[src/rtl/fb_scan_pkg.sv]
package fb_scan_pkg;

    localparam int unsigned REG_W     = 32;
    localparam int unsigned CH_W      = 8;
    localparam logic        IDX_BASE  = 1'b0;
    localparam logic        IDX_CTRL  = 1'b1;
    localparam int unsigned CTRL_EN   = 0;
    localparam int unsigned CTRL_ROT  = 1;

    typedef struct packed {
        logic [CH_W-1:0] red;
        logic [CH_W-1:0] green;
        logic [CH_W-1:0] blue;
    } rgb_t;

    typedef struct packed {
        logic en;
        logic rot;
    } ctrl_t;

    // Split a memory word into colour channels; the top byte is dropped.
    function automatic rgb_t split_word(input logic [REG_W-1:0] w);
        rgb_t p;
        p.red   = w[23:16];
        p.green = w[15:8];
        p.blue  = w[7:0];
        return p;
    endfunction

endpackage

[src/rtl/fb_cfg_regs.sv]
module fb_cfg_regs
    import fb_scan_pkg::*;
#(
    parameter int unsigned ADDR_W    = 32,
    parameter int unsigned BASE_BITS = 11
) (
    input  logic                 clk,
    input  logic                 rst,
    input  logic                 wr,
    input  logic                 idx,
    input  logic [REG_W-1:0]     wdata,
    output logic [REG_W-1:0]     rdata,
    input  logic                 frame_start,
    output logic [BASE_BITS-1:0] sh_base,
    output ctrl_t                sh_ctrl
);
    localparam int unsigned LSB = ADDR_W - BASE_BITS;

    logic [BASE_BITS-1:0] base_q;
    ctrl_t                ctrl_q;

    always_ff @(posedge clk) begin
        if (rst) begin
            base_q  <= '0;
            ctrl_q  <= '0;
            sh_base <= '0;
            sh_ctrl <= '0;
        end else begin
            if (wr && idx == IDX_BASE) base_q <= wdata[ADDR_W-1:LSB];
            if (wr && idx == IDX_CTRL) begin
                ctrl_q.en  <= wdata[CTRL_EN];
                ctrl_q.rot <= wdata[CTRL_ROT];
            end
            if (frame_start) begin
                sh_base <= base_q;
                sh_ctrl <= ctrl_q;
            end
        end
    end

    always_comb begin
        rdata = '0;
        if (idx == IDX_BASE) rdata[ADDR_W-1:LSB] = base_q;
        else begin
            rdata[CTRL_EN]  = ctrl_q.en;
            rdata[CTRL_ROT] = ctrl_q.rot;
        end
    end


    shadow_hold_chk: assert property (@(posedge clk) disable iff (rst)
        !$past(frame_start) |-> ($stable(sh_base) && $stable(sh_ctrl)));
endmodule

[src/rtl/fb_scan_ctr.sv]
module fb_scan_ctr
    import fb_scan_pkg::*;
#(
    parameter int unsigned ADDR_W    = 32,
    parameter int unsigned BASE_BITS = 11,
    parameter int unsigned H_PIX     = 640,
    parameter int unsigned V_LINES   = 480,
    parameter int unsigned PITCH     = 1024
) (
    input  logic                 clk,
    input  logic                 rst,
    input  logic                 frame_start,
    input  logic                 line_start,
    input  logic [BASE_BITS-1:0] sh_base,
    input  ctrl_t                sh_ctrl,
    output logic                 mem_req,
    output logic [ADDR_W-1:0]    mem_addr,
    input  logic                 mem_rvalid,
    output logic                 accept
);
    localparam int unsigned LSB = ADDR_W - BASE_BITS;
    localparam int unsigned XW  = (H_PIX > 1) ? $clog2(H_PIX) : 1;
    localparam int unsigned YW  = $clog2(V_LINES + 1);
    localparam int unsigned PW  = $clog2(PITCH);

    logic [XW-1:0] x_q;
    logic [YW-1:0] y_q;
    logic          armed_q, active_q, pend_q, stale_q;

    assign mem_req = active_q && !pend_q && sh_ctrl.en;
    assign accept  = mem_rvalid && pend_q && !stale_q && active_q;

    always_ff @(posedge clk) begin
        if (rst) begin
            x_q <= '0; y_q <= '0;
            armed_q <= 1'b0; active_q <= 1'b0;
            pend_q <= 1'b0; stale_q <= 1'b0;
        end else begin
            if (mem_rvalid) begin
                pend_q  <= 1'b0;
                stale_q <= 1'b0;
            end
            if (mem_req) pend_q <= 1'b1;
            if (frame_start) begin
                x_q      <= '0;
                y_q      <= '0;
                armed_q  <= 1'b1;
                active_q <= 1'b0;
                stale_q  <= pend_q && !mem_rvalid;
            end else begin
                if (line_start && armed_q && !active_q) begin
                    active_q <= 1'b1;
                    x_q      <= '0;
                end
                if (accept) begin
                    if (x_q == XW'(H_PIX - 1)) begin
                        x_q      <= '0;
                        active_q <= 1'b0;
                        y_q      <= y_q + 1'b1;
                        if (y_q == YW'(V_LINES - 1)) armed_q <= 1'b0;
                    end else begin
                        x_q <= x_q + 1'b1;
                    end
                end
            end
        end
    end

    logic [ADDR_W-1:0] row_w, col_w, word_off, base_full;
    always_comb begin
        row_w     = sh_ctrl.rot ? ADDR_W'(V_LINES - 1) - ADDR_W'(y_q) : ADDR_W'(y_q);
        col_w     = sh_ctrl.rot ? ADDR_W'(H_PIX - 1) - ADDR_W'(x_q) : ADDR_W'(x_q);
        word_off  = row_w * ADDR_W'(PITCH) + col_w;
        base_full = {sh_base, {LSB{1'b0}}};
        mem_addr  = base_full + (word_off << 2);
    end


    one_outstanding_chk: assert property (@(posedge clk) disable iff (rst)
        mem_req |=> !mem_req);

    col_range_chk: assert property (@(posedge clk) disable iff (rst)
        mem_req |-> (mem_addr[2 +: PW] < PW'(H_PIX)));

    x_bound_chk: assert property (@(posedge clk) disable iff (rst)
        ADDR_W'(x_q) < ADDR_W'(H_PIX));
endmodule

[src/rtl/fb_pix_out.sv]
module fb_pix_out
    import fb_scan_pkg::*;
(
    input  logic             clk,
    input  logic             rst,
    input  logic             accept,
    input  logic [REG_W-1:0] rdata,
    output logic             pix_valid,
    output rgb_t             pix
);
    always_ff @(posedge clk) begin
        if (rst) begin
            pix_valid <= 1'b0;
            pix       <= '0;
        end else begin
            pix_valid <= accept;
            pix       <= accept ? split_word(rdata) : '0;
        end
    end


    blank_zero_chk: assert property (@(posedge clk) disable iff (rst)
        !pix_valid |-> (pix == '0));

    valid_follows_chk: assert property (@(posedge clk) disable iff (rst)
        pix_valid |-> $past(accept));
endmodule

[src/rtl/fb_scan_gen.sv]
module fb_scan_gen
    import fb_scan_pkg::*;
#(
    parameter int unsigned ADDR_W    = 32,
    parameter int unsigned BASE_BITS = 11,
    parameter int unsigned H_PIX     = 640,
    parameter int unsigned V_LINES   = 480,
    parameter int unsigned PITCH     = 1024
) (
    input  logic        clk,
    input  logic        rst,
    input  logic        reg_wr,
    input  logic        reg_idx,
    input  logic [31:0] reg_wdata,
    output logic [31:0] reg_rdata,
    input  logic        frame_start,
    input  logic        line_start,
    output logic        mem_req,
    output logic [31:0] mem_addr,
    input  logic        mem_rvalid,
    input  logic [31:0] mem_rdata,
    output logic        pix_valid,
    output logic [7:0]  pix_red,
    output logic [7:0]  pix_green,
    output logic [7:0]  pix_blue
);
    logic [BASE_BITS-1:0] sh_base;
    ctrl_t                sh_ctrl;
    logic                 accept;
    rgb_t                 pix;

    fb_cfg_regs #(.ADDR_W(ADDR_W), .BASE_BITS(BASE_BITS)) u_regs (
        .clk(clk), .rst(rst), .wr(reg_wr), .idx(reg_idx), .wdata(reg_wdata),
        .rdata(reg_rdata), .frame_start(frame_start),
        .sh_base(sh_base), .sh_ctrl(sh_ctrl)
    );

    fb_scan_ctr #(.ADDR_W(ADDR_W), .BASE_BITS(BASE_BITS), .H_PIX(H_PIX),
                  .V_LINES(V_LINES), .PITCH(PITCH)) u_scan (
        .clk(clk), .rst(rst), .frame_start(frame_start), .line_start(line_start),
        .sh_base(sh_base), .sh_ctrl(sh_ctrl), .mem_req(mem_req),
        .mem_addr(mem_addr), .mem_rvalid(mem_rvalid), .accept(accept)
    );

    fb_pix_out u_out (
        .clk(clk), .rst(rst), .accept(accept), .rdata(mem_rdata),
        .pix_valid(pix_valid), .pix(pix)
    );

    assign pix_red   = pix.red;
    assign pix_green = pix.green;
    assign pix_blue  = pix.blue;


    quiet_when_off_chk: assert property (@(posedge clk) disable iff (rst)
        !sh_ctrl.en |=> !pix_valid);
endmodule

[config.mk]
export PLATFORM = sky130hd
export DESIGN_NAME = fb_scan_gen
export DESIGN_NICKNAME = d
export VERILOG_FILES = /design/src/rtl/fb_scan_pkg.sv /design/src/rtl/fb_cfg_regs.sv /design/src/rtl/fb_scan_ctr.sv /design/src/rtl/fb_pix_out.sv /design/src/rtl/fb_scan_gen.sv
export SDC_FILE = /design/constraint.sdc
export NUM_CORES = 1
export LEC_CHECK = 0
export BUFFER_PORTS_ARGS = -buffer_cell sky130_fd_sc_hd__buf_2
export CORE_MARGIN = 2
export CORE_UTILIZATION = 44
export DETAILED_ROUTE_END_ITERATION = 8
export PLACE_DENSITY = 0.74
export SETUP_SLACK_MARGIN = 0.05
export SKIP_LAST_GASP = 1
export SLEW_MARGIN = 30
export SYNTH_ARGS = -nofsm -noshare
export SYNTH_HDL_FRONTEND = slang
export SYNTH_SLANG_ARGS = --single-unit
export TNS_END_PERCENT = 20
[constraint.sdc]
create_clock -name clk -period 6.2 [get_ports clk]
set_input_delay 1.55 -clock clk [delete_from_list [all_inputs] [get_ports clk]]
set_output_delay 1.55 -clock clk [all_outputs]
set_load 0.1 [all_outputs]
==> results.md <==
- Die Span Y: between 90 and 100 microns
- Seq cells post-synth: 74
- Synth warnings: 0
- Synth Flop Type: dfxtp_1
- Fill count: about 800
- Worst R2R Path Depth: 9
- CP dominant cell by count: ha_1
- Crit path max-delay family: compound AO/OA/AOI/OAI gates
- Die width: 99.7 microns
- VDD IR max: 0.200 mV
- Slew Limit Fails: 0
- Crit path max fanout: 5
- Post-route DRC: 0
- Clk Tree Root Cell: clkbuf_8
- First-pass GRT wire length: between 10000 and 15000 microns
- R2R Path End: u_scan.armed_q
- Critical Path RT: ~4.7 ns
- P_leak: 2.59 nW
- Largest net degree at the start of global routing: 32
- Crit-path slowest cell: a2111oi_0
- Overall die area: 9940 sq um
- Vias in the first global route: 3391
- Crit-path cells: inv_1 -> ha_1 -> mux2_2 -> ha_4 -> a2111oi_0 -> a21oi_2 -> a211oi_4 -> or2_2 -> ha_1 -> a21o_1 -> a211oi_2 -> o21bai_1 -> a31o_2 -> a21oi_1 -> xnor2_2 -> buf_12
- Ys async rst share: 0
- Place WS: -0.0240 ns
- Row cnt: 34
- Avg Cell Area, Syn: 8.67 sq um
- Area grow syn2layout: 27.3%
- Headroom to the max-slew limit: 0.549
- Worst min-delay path category: flip-flop to flip-flop
- Hold Crit Depth: 1
- Setup tns final: 0 ns
- Max Cap Viol: 0
- Routed Antenna Nets: 0
- Cell variety after synth: 47
- Seq/Total Area, Yosys: 0.368
- Final Hold Slack: 0.471 ns
- CP Capture Type: output port
- Clk slew on worst S/H paths: about 0.07 ns
- IO Port Bufs: 112
- DRT iter0 DRCs: 158
- Share of cells above drive strength 1: 0.304
- H-tree levels: 3
- Final min period: 6.11 ns
- GRT Total Usage: 0.181
- Area of the core: 8810 sq um
- Placer Congestion: around 0.88
- Clock Sinks: 74
- Crit share post-route: 0.986
- Synth Instances: 465
- Post-route cell area: between 5000 and 6000 sq um
- Slew @ Worst Pin: 0.659 ns
- CP bufs+invs: 2
- Worst setup SP type: flip-flop
- Antenna Cells: 0
- Routed WL: 9060 microns
- R2R Setup Slk: around 4.0 ns
- Hold path startpoint: u_scan.x_q[8]
- Congestion Overflow GR: 0
- Area after DPL: 4780 sq um
- CP Class: flip-flop to output port
- Max Buffers Root-to-Sink: 2
- Via count: 3494
- Netlist Area Pre-Place: 4030 sq um
- Cell Pwr Density: between 200 and 250 nW/um^2
- Worst path arrival time: 4.56 ns
- Hpwl dp: 6750 microns
- Peak Freq: 0.164 GHz
- Setup ws final: just under 0.09 ns
- Clock latency on the worst-skew pair: 0.33 ns
- Total CTS buffers: 9
- Clock Skew: 0.00827 ns
- Total power draw: ~1.1 mW
- Final count of negative-setup-slack endpoints: 0
- Initial core utilization: 0.458
- Max incr delay on CP: 0.63 ns
- Fin nets: between 600 and 700
- Fin. Hold Viols: 0
- Number of antenna violations at the first check in global routing: 0
- Worst Hold Endpoint: u_scan.x_q[8]
- Outcome: finished, final reports clean
- CTS tree: done
- Number of synthesized flops with an enable pin: 0
- Number of detailed-route iterations in the first pass: 4
- Avg Vias per Cell: slightly above 5
- Worst R2R Start: u_scan.x_q[7]
- # IOs: about 160
- Drt wl/cell: 13.1 microns
[cell usage after synthesis, types with 5 or more instances]
library cell,instances,area share
a211oi_1,5,0.0093
a21oi_1,35,0.043
and2_1,27,0.042
buf_4,22,0.041
clkbuf_1,13,0.012
dfxtp_1,74,0.37
ha_1,28,0.087
inv_1,10,0.0093
mux2i_1,15,0.037
nand2_1,41,0.038
nand2b_1,6,0.0093
nand3_1,8,0.0099
nor2_1,52,0.048
nor2b_1,15,0.023
nor3_1,5,0.0062
o21ai_0,14,0.017
or2_2,6,0.0093
xnor2_1,16,0.035
xor2_1,21,0.046
[per-layer routing]
layer | up-vias | wire length [microns] | global-route usage
li1 | 1755 | - | -
met5 | - | 0 | 0
met3 | 12 | 793 | 0.0731
met4 | 0 | 139 | 0.0622
met2 | 116 | 4340 | 0.302
met1 | 1611 | 3800 | 0.210
[stage by stage]
stage | utilization | instances
floorplan | - | 485
global placement | 0.543 | 670
detailed placement | 0.543 | 670
CTS | 0.575 | 690
global route | 0.582 | 691
finish | 0.582 | 691
[how the worst max path moves through the flow]
stage / startpoint / endpoint / slack (ns) / cells past startpoint
floorplan: u_regs.sh_ctrl[0] / mem_addr[31] / -0.17 / 19
global placement: u_regs.sh_ctrl[0] / mem_addr[31] / 0.13 / 19
detailed placement: u_scan.y_q[5] / mem_addr[31] / -0.02 / 18
CTS: u_scan.y_q[5] / mem_addr[31] / 0.04 / 18
global route: u_scan.y_q[5] / mem_addr[30] / -0.03 / 16
finish: u_scan.y_q[5] / mem_addr[30] / 0.09 / 16
[layout by cell type, fill, tap and decap left out, types with 15 or more instances in the layout]
cell type	count
nand2_1	41
buf_2	104
a21oi_1	29
conb_1	21
and2_1	27
dfxtp_1	69
ha_1	26
nor2b_1	15
nor2_1	51
xor2_1	20
mux2i_1	15
[repair_timing]
| action | CTS | global route |
|---|---|---|
| setup buffers | 4 | 1 |
| endpoints found under the setup margin | 3 | 3 |
| resized for setup | 9 | 15 |
| hold endpoints to repair | 0 | 0 |
| hold buffers | 0 | 0 |
| pin swaps | 4 | 6 |
[power breakdown]
group,internal [mW],switching (mW),total (mW)
sequential,0.481,0.00595,0.487
combinational,0.0310,0.131,0.162
clock,0.249,0.165,0.414
[flip-flops by register name (all words and copies together) (netlist names)]
register	cells
u_regs.base_q	11
u_scan.active_q	1
u_scan.y_q	9
u_scan.x_q	10
u_out.pix	24
u_scan.armed_q	1
u_regs.sh_ctrl	2
u_regs.ctrl_q	2
u_regs.sh_base	11
u_scan.stale_q	1
u_scan.pend_q	1
u_out.pix_valid	1
[cell type report]
class	count	area, sq um	area share
tap	108	135	0.0263
clock inverter	4	73.8	0.0144
inverter	10	37.5	0.00732
timing repair buffer	121	748	0.146
clock buffer	12	155	0.0303
multi-input combinational	362	2490	0.485
sequential	74	1490	0.291
[logic make-up (layout without fill, tap and decap cells)]
kind of cell	count (synthesis)	after routing	synth area share
other	1	21	0.000930
and+or+nand+nor	177	177	0.222
buffers and inverters	49	147	0.0671
AOI/OAI and AO/OA	80	80	0.122
xor gates and xnor gates	37	37	0.0804
DFF	74	74	0.368
adders and majority gates	30	30	0.0969
muxes	17	17	0.0428
Power figures use the tool's default switching activity.
